File: src/rtl/wmq_pkg.sv
package wmq_pkg;
  localparam int IRQ_LVL = 0;
  localparam int IRQ_OVF = 1;
  localparam int IRQ_N   = 2;

  typedef logic [IRQ_N-1:0] irq_vec_t;
endpackage

File: src/rtl/wmq_store.sv
module wmq_store #(
  parameter int DEPTH = 8,
  parameter int DW    = 8,
  localparam int PTR_W = (DEPTH > 1) ? $clog2(DEPTH) : 1
) (
  input  logic          clk,
  input  logic          rst_n,
  input  logic          push,
  input  logic          pop,
  input  logic          flush,
  input  logic [DW-1:0] wdata,
  output logic [DW-1:0] rdata
);
  logic [DW-1:0]    slot_q [DEPTH];
  logic [PTR_W-1:0] wptr_q, rptr_q;

  function automatic logic [PTR_W-1:0] bump(input logic [PTR_W-1:0] p);
    return (p == PTR_W'(DEPTH - 1)) ? '0 : p + PTR_W'(1);
  endfunction

  always_ff @(posedge clk or negedge rst_n) begin
    if (!rst_n) begin
      wptr_q <= '0;
      rptr_q <= '0;
    end else if (flush) begin
      wptr_q <= '0;
      rptr_q <= '0;
    end else begin
      if (push) wptr_q <= bump(wptr_q);
      if (pop)  rptr_q <= bump(rptr_q);
    end
  end

  always_ff @(posedge clk) begin
    for (int i = 0; i < DEPTH; i++) begin
      if (push && !flush && wptr_q == PTR_W'(i)) slot_q[i] <= wdata;
    end
  end

  assign rdata = slot_q[rptr_q];
endmodule

File: src/rtl/wmq_count.sv
module wmq_count #(
  parameter int DEPTH = 8,
  localparam int CNT_W = $clog2(DEPTH + 1)
) (
  input  logic             clk,
  input  logic             rst_n,
  input  logic             push,
  input  logic             pop,
  input  logic             flush,
  output logic [CNT_W-1:0] cnt,
  output logic [CNT_W-1:0] cnt_next,
  output logic             is_full,
  output logic             is_empty
);
  logic [CNT_W-1:0] cnt_q;

  always_comb begin
    cnt_next = cnt_q;
    if (flush) cnt_next = '0;
    else if (push && !pop) cnt_next = cnt_q + CNT_W'(1);
    else if (pop && !push) cnt_next = cnt_q - CNT_W'(1);
  end

  always_ff @(posedge clk or negedge rst_n) begin
    if (!rst_n) cnt_q <= '0;
    else        cnt_q <= cnt_next;
  end

  assign cnt      = cnt_q;
  assign is_full  = (cnt_q == CNT_W'(DEPTH));
  assign is_empty = (cnt_q == '0);


  count_bound_chk: assert property (@(posedge clk) disable iff (!rst_n)
    cnt_q <= CNT_W'(DEPTH));


  count_step_chk: assert property (@(posedge clk) disable iff (!rst_n)
    !$past(flush) |-> (cnt_q == $past(cnt_q) || cnt_q == $past(cnt_q) + CNT_W'(1)
                       || cnt_q == $past(cnt_q) - CNT_W'(1)));


  flush_empty_chk: assert property (@(posedge clk) disable iff (!rst_n)
    flush |=> cnt_q == '0);
endmodule

File: src/rtl/wmq_irq.sv
module wmq_irq
  import wmq_pkg::*;
#(
  parameter int CNT_W = 4
) (
  input  logic             clk,
  input  logic             rst_n,
  input  logic [CNT_W-1:0] cnt,
  input  logic [CNT_W-1:0] cnt_next,
  input  logic [CNT_W-1:0] level,
  input  logic             drop,
  input  irq_vec_t         clr,
  input  irq_vec_t         en,
  output irq_vec_t         irq
);
  irq_vec_t ev, lat;

  assign ev[IRQ_LVL] = (cnt < level) && (cnt_next >= level);
  assign ev[IRQ_OVF] = drop;

  for (genvar g = 0; g < IRQ_N; g++) begin : g_latch
    logic q;
    always_ff @(posedge clk or negedge rst_n) begin
      if (!rst_n) q <= 1'b0;
      else        q <= ev[g] | (q & ~clr[g]);
    end
    assign lat[g] = q;
    assign irq[g] = q & en[g];


    latch_hold_chk: assert property (@(posedge clk) disable iff (!rst_n)
      (q && !clr[g]) |=> q);


    set_wins_chk: assert property (@(posedge clk) disable iff (!rst_n)
      (ev[g] && clr[g]) |=> q);
  end


  level_zero_chk: assert property (@(posedge clk) disable iff (!rst_n)
    (level == '0 && !lat[IRQ_LVL]) |=> !lat[IRQ_LVL]);
endmodule

File: src/rtl/wmq_top.sv
module wmq_top
  import wmq_pkg::*;
#(
  parameter int DEPTH = 8,
  parameter int DW    = 8,
  localparam int CNT_W = $clog2(DEPTH + 1)
) (
  input  logic             clk,
  input  logic             rst_n,
  input  logic             in_valid,
  output logic             in_ready,
  input  logic [DW-1:0]    in_data,
  output logic             out_valid,
  input  logic             out_ready,
  output logic [DW-1:0]    out_data,
  input  logic [CNT_W-1:0] wm_level,
  input  logic             sw_flush,
  input  logic [1:0]       irq_clear,
  input  logic [1:0]       irq_enable,
  output logic [1:0]       irq_out,
  output logic             full,
  output logic [CNT_W-1:0] occupancy
);
  logic             push, pop, drop, empty;
  logic [CNT_W-1:0] cnt, cnt_next;
  logic [DW-1:0]    head;

  assign out_valid = !empty;
  assign in_ready  = !full || out_ready;
  assign pop       = out_valid && out_ready && !sw_flush;
  assign push      = in_valid && in_ready && !sw_flush;
  assign drop      = in_valid && !in_ready && !sw_flush;
  assign out_data  = out_valid ? head : '0;
  assign occupancy = cnt;

  wmq_store #(.DEPTH(DEPTH), .DW(DW)) u_store (
    .clk(clk), .rst_n(rst_n), .push(push), .pop(pop), .flush(sw_flush),
    .wdata(in_data), .rdata(head)
  );

  wmq_count #(.DEPTH(DEPTH)) u_count (
    .clk(clk), .rst_n(rst_n), .push(push), .pop(pop), .flush(sw_flush),
    .cnt(cnt), .cnt_next(cnt_next), .is_full(full), .is_empty(empty)
  );

  wmq_irq #(.CNT_W(CNT_W)) u_irq (
    .clk(clk), .rst_n(rst_n), .cnt(cnt), .cnt_next(cnt_next), .level(wm_level),
    .drop(drop), .clr(irq_clear), .en(irq_enable), .irq(irq_out)
  );


  drop_keeps_chk: assert property (@(posedge clk) disable iff (!rst_n)
    (full && in_valid && !out_ready && !sw_flush) |=> full);


  full_pass_chk: assert property (@(posedge clk) disable iff (!rst_n)
    (full && in_valid && out_ready && !sw_flush) |=> (full && !$rose(u_irq.lat[IRQ_OVF])));
endmodule

File: config.mk
export PLATFORM = sky130hd
export DESIGN_NAME = wmq_top
export DESIGN_NICKNAME = d
export VERILOG_FILES = /design/src/rtl/wmq_pkg.sv /design/src/rtl/wmq_store.sv /design/src/rtl/wmq_count.sv /design/src/rtl/wmq_irq.sv /design/src/rtl/wmq_top.sv
export SDC_FILE = /design/constraint.sdc
export NUM_CORES = 1
export LEC_CHECK = 0
export ABC_CLOCK_PERIOD_IN_PS = 6400
export BUFFER_PORTS_ARGS = -buffer_cell sky130_fd_sc_hd__buf_2
export CAP_MARGIN = 20
export CORE_UTILIZATION = 40
export DETAILED_ROUTE_END_ITERATION = 8
export GPL_TIMING_DRIVEN = 1
export PLACE_DENSITY = 0.6
export SLEW_MARGIN = 10
export SYNTH_ARGS = -nofsm -noshare
export SYNTH_HDL_FRONTEND = slang
export SYNTH_HIERARCHICAL = 1
export SYNTH_SLANG_ARGS = --single-unit
File: constraint.sdc
create_clock -name clk -period 6.4 [get_ports clk]
set_input_delay 1.28 -clock clk [delete_from_list [all_inputs] [get_ports clk]]
set_output_delay 1.28 -clock clk [all_outputs]
set_load 0.1 [all_outputs]
# Word-level counts from Yosys, hierarchy flattened
# Memory sizes are Yosys's and may differ from the RTL's.
# Cells that the tools add are included.
[classes]
n_addsub = 4
bitwise = 8
reduce_logical = 36
muxes = 47
eq_ne = 9
order_cmp = 2
[op_table]
columns = ["cell", "count"]
rows = [
  ["$mux 8", 8],
  ["$reduce_or 8->1", 7],
  ["$mux 3", 13],
  ["$mux 1", 23],
  ["$logic_and 1x1->1", 18],
  ["$eq 3x3->1 const B", 5],
  ["$mux 4", 3],
  ["$add 3x1->3 const B", 2],
  ["$eq 3x2->1 const B", 2],
  ["$logic_not 1->1", 6],
  ["$add 4x1->4 const B", 1],
  ["$and 1x1->1", 4],
  ["$eq 4x4->1 const B", 1],
  ["$ge 4x4->1", 1],
  ["$logic_not 4->1", 1],
  ["$lt 4x4->1", 1],
  ["$reduce_bool 2->1", 2],
  ["$sub 4x1->4 const B", 1],
  ["$eq 3x1->1 const B", 1],
  ["$logic_not 3->1", 1],
  ["$not 1->1", 2],
  ["$or 1x1->1", 2],
  ["$logic_or 1x1->1", 1],
]
[word_totals]
reg_bits = 12
ramBits = 64
output_inout_bits = 17
mem_count = 1
input_bits = 21
[mem_list]
columns = ["name", "depth", "word_bits", "rd", "rd_ports_with_merged_regs", "wr", "line", "source"]
rows = [
  ["u_store.slot_q", 8, 8, 1, 0, 1, "wmq_store.sv:14", "logic [DW-1:0] slot_q [DEPTH];"],
]

# Logic depth before layout (Yosys ltp)
[logic_depth]
ltp_word = 17
ltp_mapped = 15
depth_no_buf = 14

# Hierarchy
# Netlist, hierarchy kept.
[by_module_without_submodules]
columns = ["module", "area_each_um2", "cells_per_inst", "n_inst"]
rows = [
  ["wmq_store", 2887.8, 133, 1],
  ["wmq_count", 324.1, 32, 1],
  ["wmq_irq", 265.3, 28, 1],
  ["wmq_top", 101.3, 13, 1],
]

# Worst setup path after synthesis
# OpenSTA, ideal clock, no wires.
[synth_timing]
path_kind = "reg2reg"
start = "register u_count.cnt_q[1] (netlist: u_count/cnt[1])"
end = "register u_irq.g_latch[0].q"
setup_slack_ns = 2.010
t_required_ns = 6.276
setup_time_ns = 0.124
synth_period_minus_slack_ns = 4.390
stages_incl_launch_ff = 16
arrival_ns = 4.266
n_path_buf = 1
cell_sequence = "dfrtp_1 > inv_1 > ha_1 > and3b_1 > nand2b_4 > and3b_1 > buf_6 > xor2_1 > and2_1 > nor3_1 > inv_1 > ha_1 > nand2b_4 > a211oi_2 > o21ai_1 > o31a_1"
[synth_via]
elab_chain_len = 13
[synth_lines]
columns = ["item", "line", "source"]
rows = [
  ["from (decl)", "wmq_count.sv:15", "logic [CNT_W-1:0] cnt_q;"],
  ["from (signal assigned)", "wmq_count.sv:26", "else cnt_q <= cnt_next;"],
  ["$eq 4x4->1 *", "wmq_count.sv:30", "assign is_full = (cnt_q == CNT_W'(DEPTH));"],
  ["via full", "wmq_top.sv:21", "output logic full,"],
  ["$logic_not 1->1 *", "wmq_top.sv:29", "assign in_ready = !full || out_ready;"],
  ["$logic_or 1x1->1 *", "wmq_top.sv:29", ""],
  ["via in_ready", "wmq_top.sv:11", "output logic in_ready,"],
  ["$logic_and 1x1->1 * (2 in series)", "wmq_top.sv:31", "assign push = in_valid && in_ready && !sw_flush;"],
  ["via push", "wmq_top.sv:24", "logic push, pop, drop, empty;"],
  ["$logic_not 1->1", "wmq_count.sv:21", "else if (pop && !push) cnt_next = cnt_q - CNT_W'(1);"],
  ["$logic_and 1x1->1", "wmq_count.sv:21", ""],
  ["$mux 4", "wmq_count.sv:21", ""],
  ["$mux 4 *", "wmq_count.sv:20", "else if (push && !pop) cnt_next = cnt_q + CNT_W'(1);"],
  ["$mux 4 *", "wmq_count.sv:19", "if (flush) cnt_next = '0;"],
  ["via cnt_next[0]", "wmq_top.sv:25", "logic [CNT_W-1:0] cnt, cnt_next;"],
  ["$ge 4x4->1 *", "wmq_irq.sv:18", "assign ev[IRQ_LVL] = (cnt < level) && (cnt_next >= level);"],
  ["$logic_and 1x1->1 *", "wmq_irq.sv:18", ""],
  ["$or 1x1->1 *", "wmq_irq.sv:25", "else q <= ev[g] | (q & ~clr[g]);"],
  ["to (signal assigned)", "wmq_irq.sv:25", ""],
  ["to (decl)", "wmq_irq.sv:22", "logic q;"],
]
# The timed path passes the listed nets; every way through them passes the cells marked *.
# A chain may end at the register's enable or synchronous reset.

# Worst setup path in the final report
[layout_timing]
start = "register u_store.rptr_q[0]"
end = "output port out_data[7]"
[layout_via]
elab_chain_len = 2
[layout_lines]
columns = ["item", "line", "source"]
rows = [
  ["from (decl)", "wmq_store.sv:15", "logic [PTR_W-1:0] wptr_q, rptr_q;"],
  ["from (signal assigned)", "wmq_store.sv:30", "if (pop) rptr_q <= bump(rptr_q);"],
  ["$mem_v2 8x8", "--", ""],
  ["via head[7]", "wmq_top.sv:26", "logic [DW-1:0] head;"],
  ["$mux 8", "wmq_top.sv:33", "assign out_data = out_valid ? head : '0;"],
  ["to (decl)", "wmq_top.sv:15", "output logic [DW-1:0] out_data,"],
]
# The timed path passes the listed nets, and every way through them passes these cells.

==> qor.yml <==
placed_design:
  port_buffers: 37
  dp_slack_ns: 2.70
  hpwl_um: 3960
  gp_congestion: 0.688
global_routing:
  grt_pass1_wl_um: 9520
  grt_util_all_layers_pct: 14.8
  grt_pass1_vias: 1785
  overflow: 0
  grt_start_max_net_pins: 20
  antenna_found_initial: 0
floorplanning:
  die_width_um: 96.6
  start_util_pct: 41.2
  placementRows: 34
  die_h_um: 96.6
  core_area_um2: 8680
  die-area_um2: 9330
  ioPinCount: 38
synth:
  synth_adder_area_share_pct: 6.22
  synthMuxAreaShare_pct: 15.7
  yosysWarnings: 6
  syn_nets: 244
  seq_area_frac_synth_pct: 62.1
  synth_compound_area_share_pct: 2.94
  synth_area_um2: 3580
  synthSimpleGateAreaFrac_pct: 9.90
  synth_top_family_by_area: "multiplexers"
  synth-xor-area-share_pct: 0.245
  synth_seq_cells: 76
  avgSynthCellArea_um2: 17.4
  synthCells: 206
  synth.distinct_cells: 43
power:
  switching_share_pct: 38.8
  internal_power_uw: 802
  sequentialPowerShare_pct: 43.9
  ir_drop_mv: 0.111
  power.share.clock_pct: 24.6
  p_leak_uw: 0.00154
  switching_power_uw: 510
  p_per_area_nw_per_um2: 326
  comb_power_share_pct: 31.5
  p_total_uw: 1310
cts:
  clock_sinks: 76
  cts.path.max_buffers: 2
  postCtsSetupRepairBufs: 0
  cts_resized: 0
  clk_pin_slew_ns: 0.08
  cts_buffers: 9
  clk_latency_ns: 0.34
  holdBufCountCts: 0
  cts_root_buffer: "clkbuf_8"
  cts_tree: "built"
  cts.htree.levels: 3
timing:
  period_share_pct: 61.6
  rsz0062_at_grt: "false"
  finalCriticalPeriod_ns: 3.94
  slew_viol_final: 0
  finalSetupViolCount: 0
  hold_viol: 0
  fin_ws_ns: 2.46
  worstMarginPinSlew_ns: 0.942
  fin_worst_skew_ns: 0.00804
  fin_tns_setup_ns: 0
  max_slew_margin_pct: 37.2
  clock.fmax_mhz: 254
drt:
  first_pass_iters: 4
  drc_errors: 0
  ant_nets: 0
  vias: 1817
  viasPerCell: 5.02
  drt-total-wl_um: 6170
  wire_per_inst_um: 17.0
  drt_iter0_markers: 99
layout:
  drive_gt1_share_pct: 30.7
  syn_to_final_growth_pct: 12.5
  final_nets: 287
  diodes: 0
setup_path:
  cp_max_fo: 19
  worstSetupPathType: "flip-flop to output port"
  cp.arrival_ns: 2.66
  cp-end-kind: "output port"
  required_ns: 5.12
  start_kind: "flip-flop"
worst_hold_path:
  min_path_type: "flip-flop to flip-flop"
run:
  drv_cap: 0
outcome:
  status: "complete, no violations"
## per-layer routing
layer | track usage (%) | vias up | wire, um
li1 | - | 879 | -
met1 | 21.1 | 903 | 2980
met2 | 21.7 | 28 | 2900
met3 | 2.58 | 7 | 189
met4 | 8.09 | 0 | 91
met5 | 0 | - | 0
## stage by stage
step,hold slack [ns],instances,util [%],instance area (um^2)
after floorplan,0.441,206,-,3580
after global placement,0.454,346,44.4,3850
after detailed placement,0.470,346,44.4,3850
after CTS,0.502,362,46.4,4030
after global routing,0.523,362,46.4,4030
final,0.498,362,46.4,4030
## worst max-delay path, stage by stage (launching register included)
cell	delay, ns
dfrtp_1	0.97
mux4_1	0.66
mux2_4	0.27
nor2b_1	0.13
buf_2	0.29
## power groups by stage
stage          clock network (uW)  registers, uW  logic (uW)
2_1_floorplan                   0            614         320
3_3_place_gp                    0            589         415
3_5_place_dp                    0            589         418
4_1_cts                       335            578         419
5_1_grt                       354            582         441
6_report                      322            577         413
## sequential cells by signal (all words and copies together) (netlist names)
register         cells
u_store/slot_q      64
u_count/cnt          4
u_store/rptr_q       3
u_store/wptr_q       3
u_irq/g_latch.q      2
## cell usage after synthesis, drive strengths merged
library cell,number,area share (%)
o21a,1,0.21
and3,6,1.0
a211oi,3,0.77
dfrtp,12,8.4
inv,13,1.4
mux4,16,11
o21ai,2,0.28
a31oi,1,0.17
nor2b,11,1.9
and2,5,0.87
a21o,1,0.21
o31a,1,0.24
nand3b,2,0.42
or2b,1,0.21
a21boi,1,0.21
nor3b,3,0.91
o211ai,1,0.21
o21bai,1,0.21
nor3,2,0.28
a21oi,3,0.42
nor4b,1,0.66
buf,4,1.3
nand2b,4,1.3
and3b,3,0.73
mux2,9,3.7
xor2,1,0.24
or3b,2,0.49
nand2,1,0.10
and4b,1,0.28
clkbuf,2,0.21
maj3,1,0.28
ha,17,5.9
mux2i,4,1.1
nor2,6,0.63
edfxtp,64,54
## cell usage in the layout (no fill, tap or decap), drive strengths merged
cell type  count
nor4b          1
clkbuf        10
mux2i          4
o211ai         1
dfrtp         12
nor3b          3
a21boi         1
edfxtp        64
nand2          1
clkinvlp       4
nor2b         11
o31a           1
ha            17
nand2b         4
mux4          16
o21a           1
or2b           1
inv           15
or3b           2
a31oi          1
mux2           9
and3           6
nor3           2
and4b          1
and3b          3
nand3b         2
buf           38
xor2           1
a211oi         3
nor2           6
o21ai          2
and2           5
a21oi          3
maj3           1
o21bai         1
a21o           1
## final timing paths
check,slack (ns),depth (start not counted),end,start
hold reg to reg,0.50,1,u_irq/g_latch[1].q$_DFF_PN0_,u_irq/g_latch[1].q$_DFF_PN0_
max in group asynchronous,5.36,1,u_store/wptr_q[1]$_DFFE_PN0P_,rst_n
setup reg to reg,3.11,12,u_irq/g_latch[0].q$_DFF_PN0_,u_count/cnt[1]$_DFF_PN0_
setup / recovery,2.46,4,out_data[7],u_store/rptr_q[0]$_DFFE_PN0P_
min in group asynchronous,0.81,1,u_count/cnt[1]$_DFF_PN0_,rst_n
hold / removal,0.50,1,u_irq/g_latch[1].q$_DFF_PN0_,u_irq/g_latch[1].q$_DFF_PN0_
## logic make-up after synthesis
group | count (synthesis)
AND/OR/NAND/NOR | 48
multiplexers | 29
buffers and inverters | 19
flip-flops | 76
XOR/XNOR | 1
AO/OA/AOI/OAI | 15
adder cells (fa/ha/maj) | 18
## final cells by class
cell class              count  area [um^2]
well taps                 108          135
flip-flops and latches     76         2220
clock buffers              10          128
repair buffers             38          193
multi-input cells         111         1250
inverters                  13         48.8
clock inverters             6         47.5
fillers                   780         4650
Power figures use the tool's default switching activity.
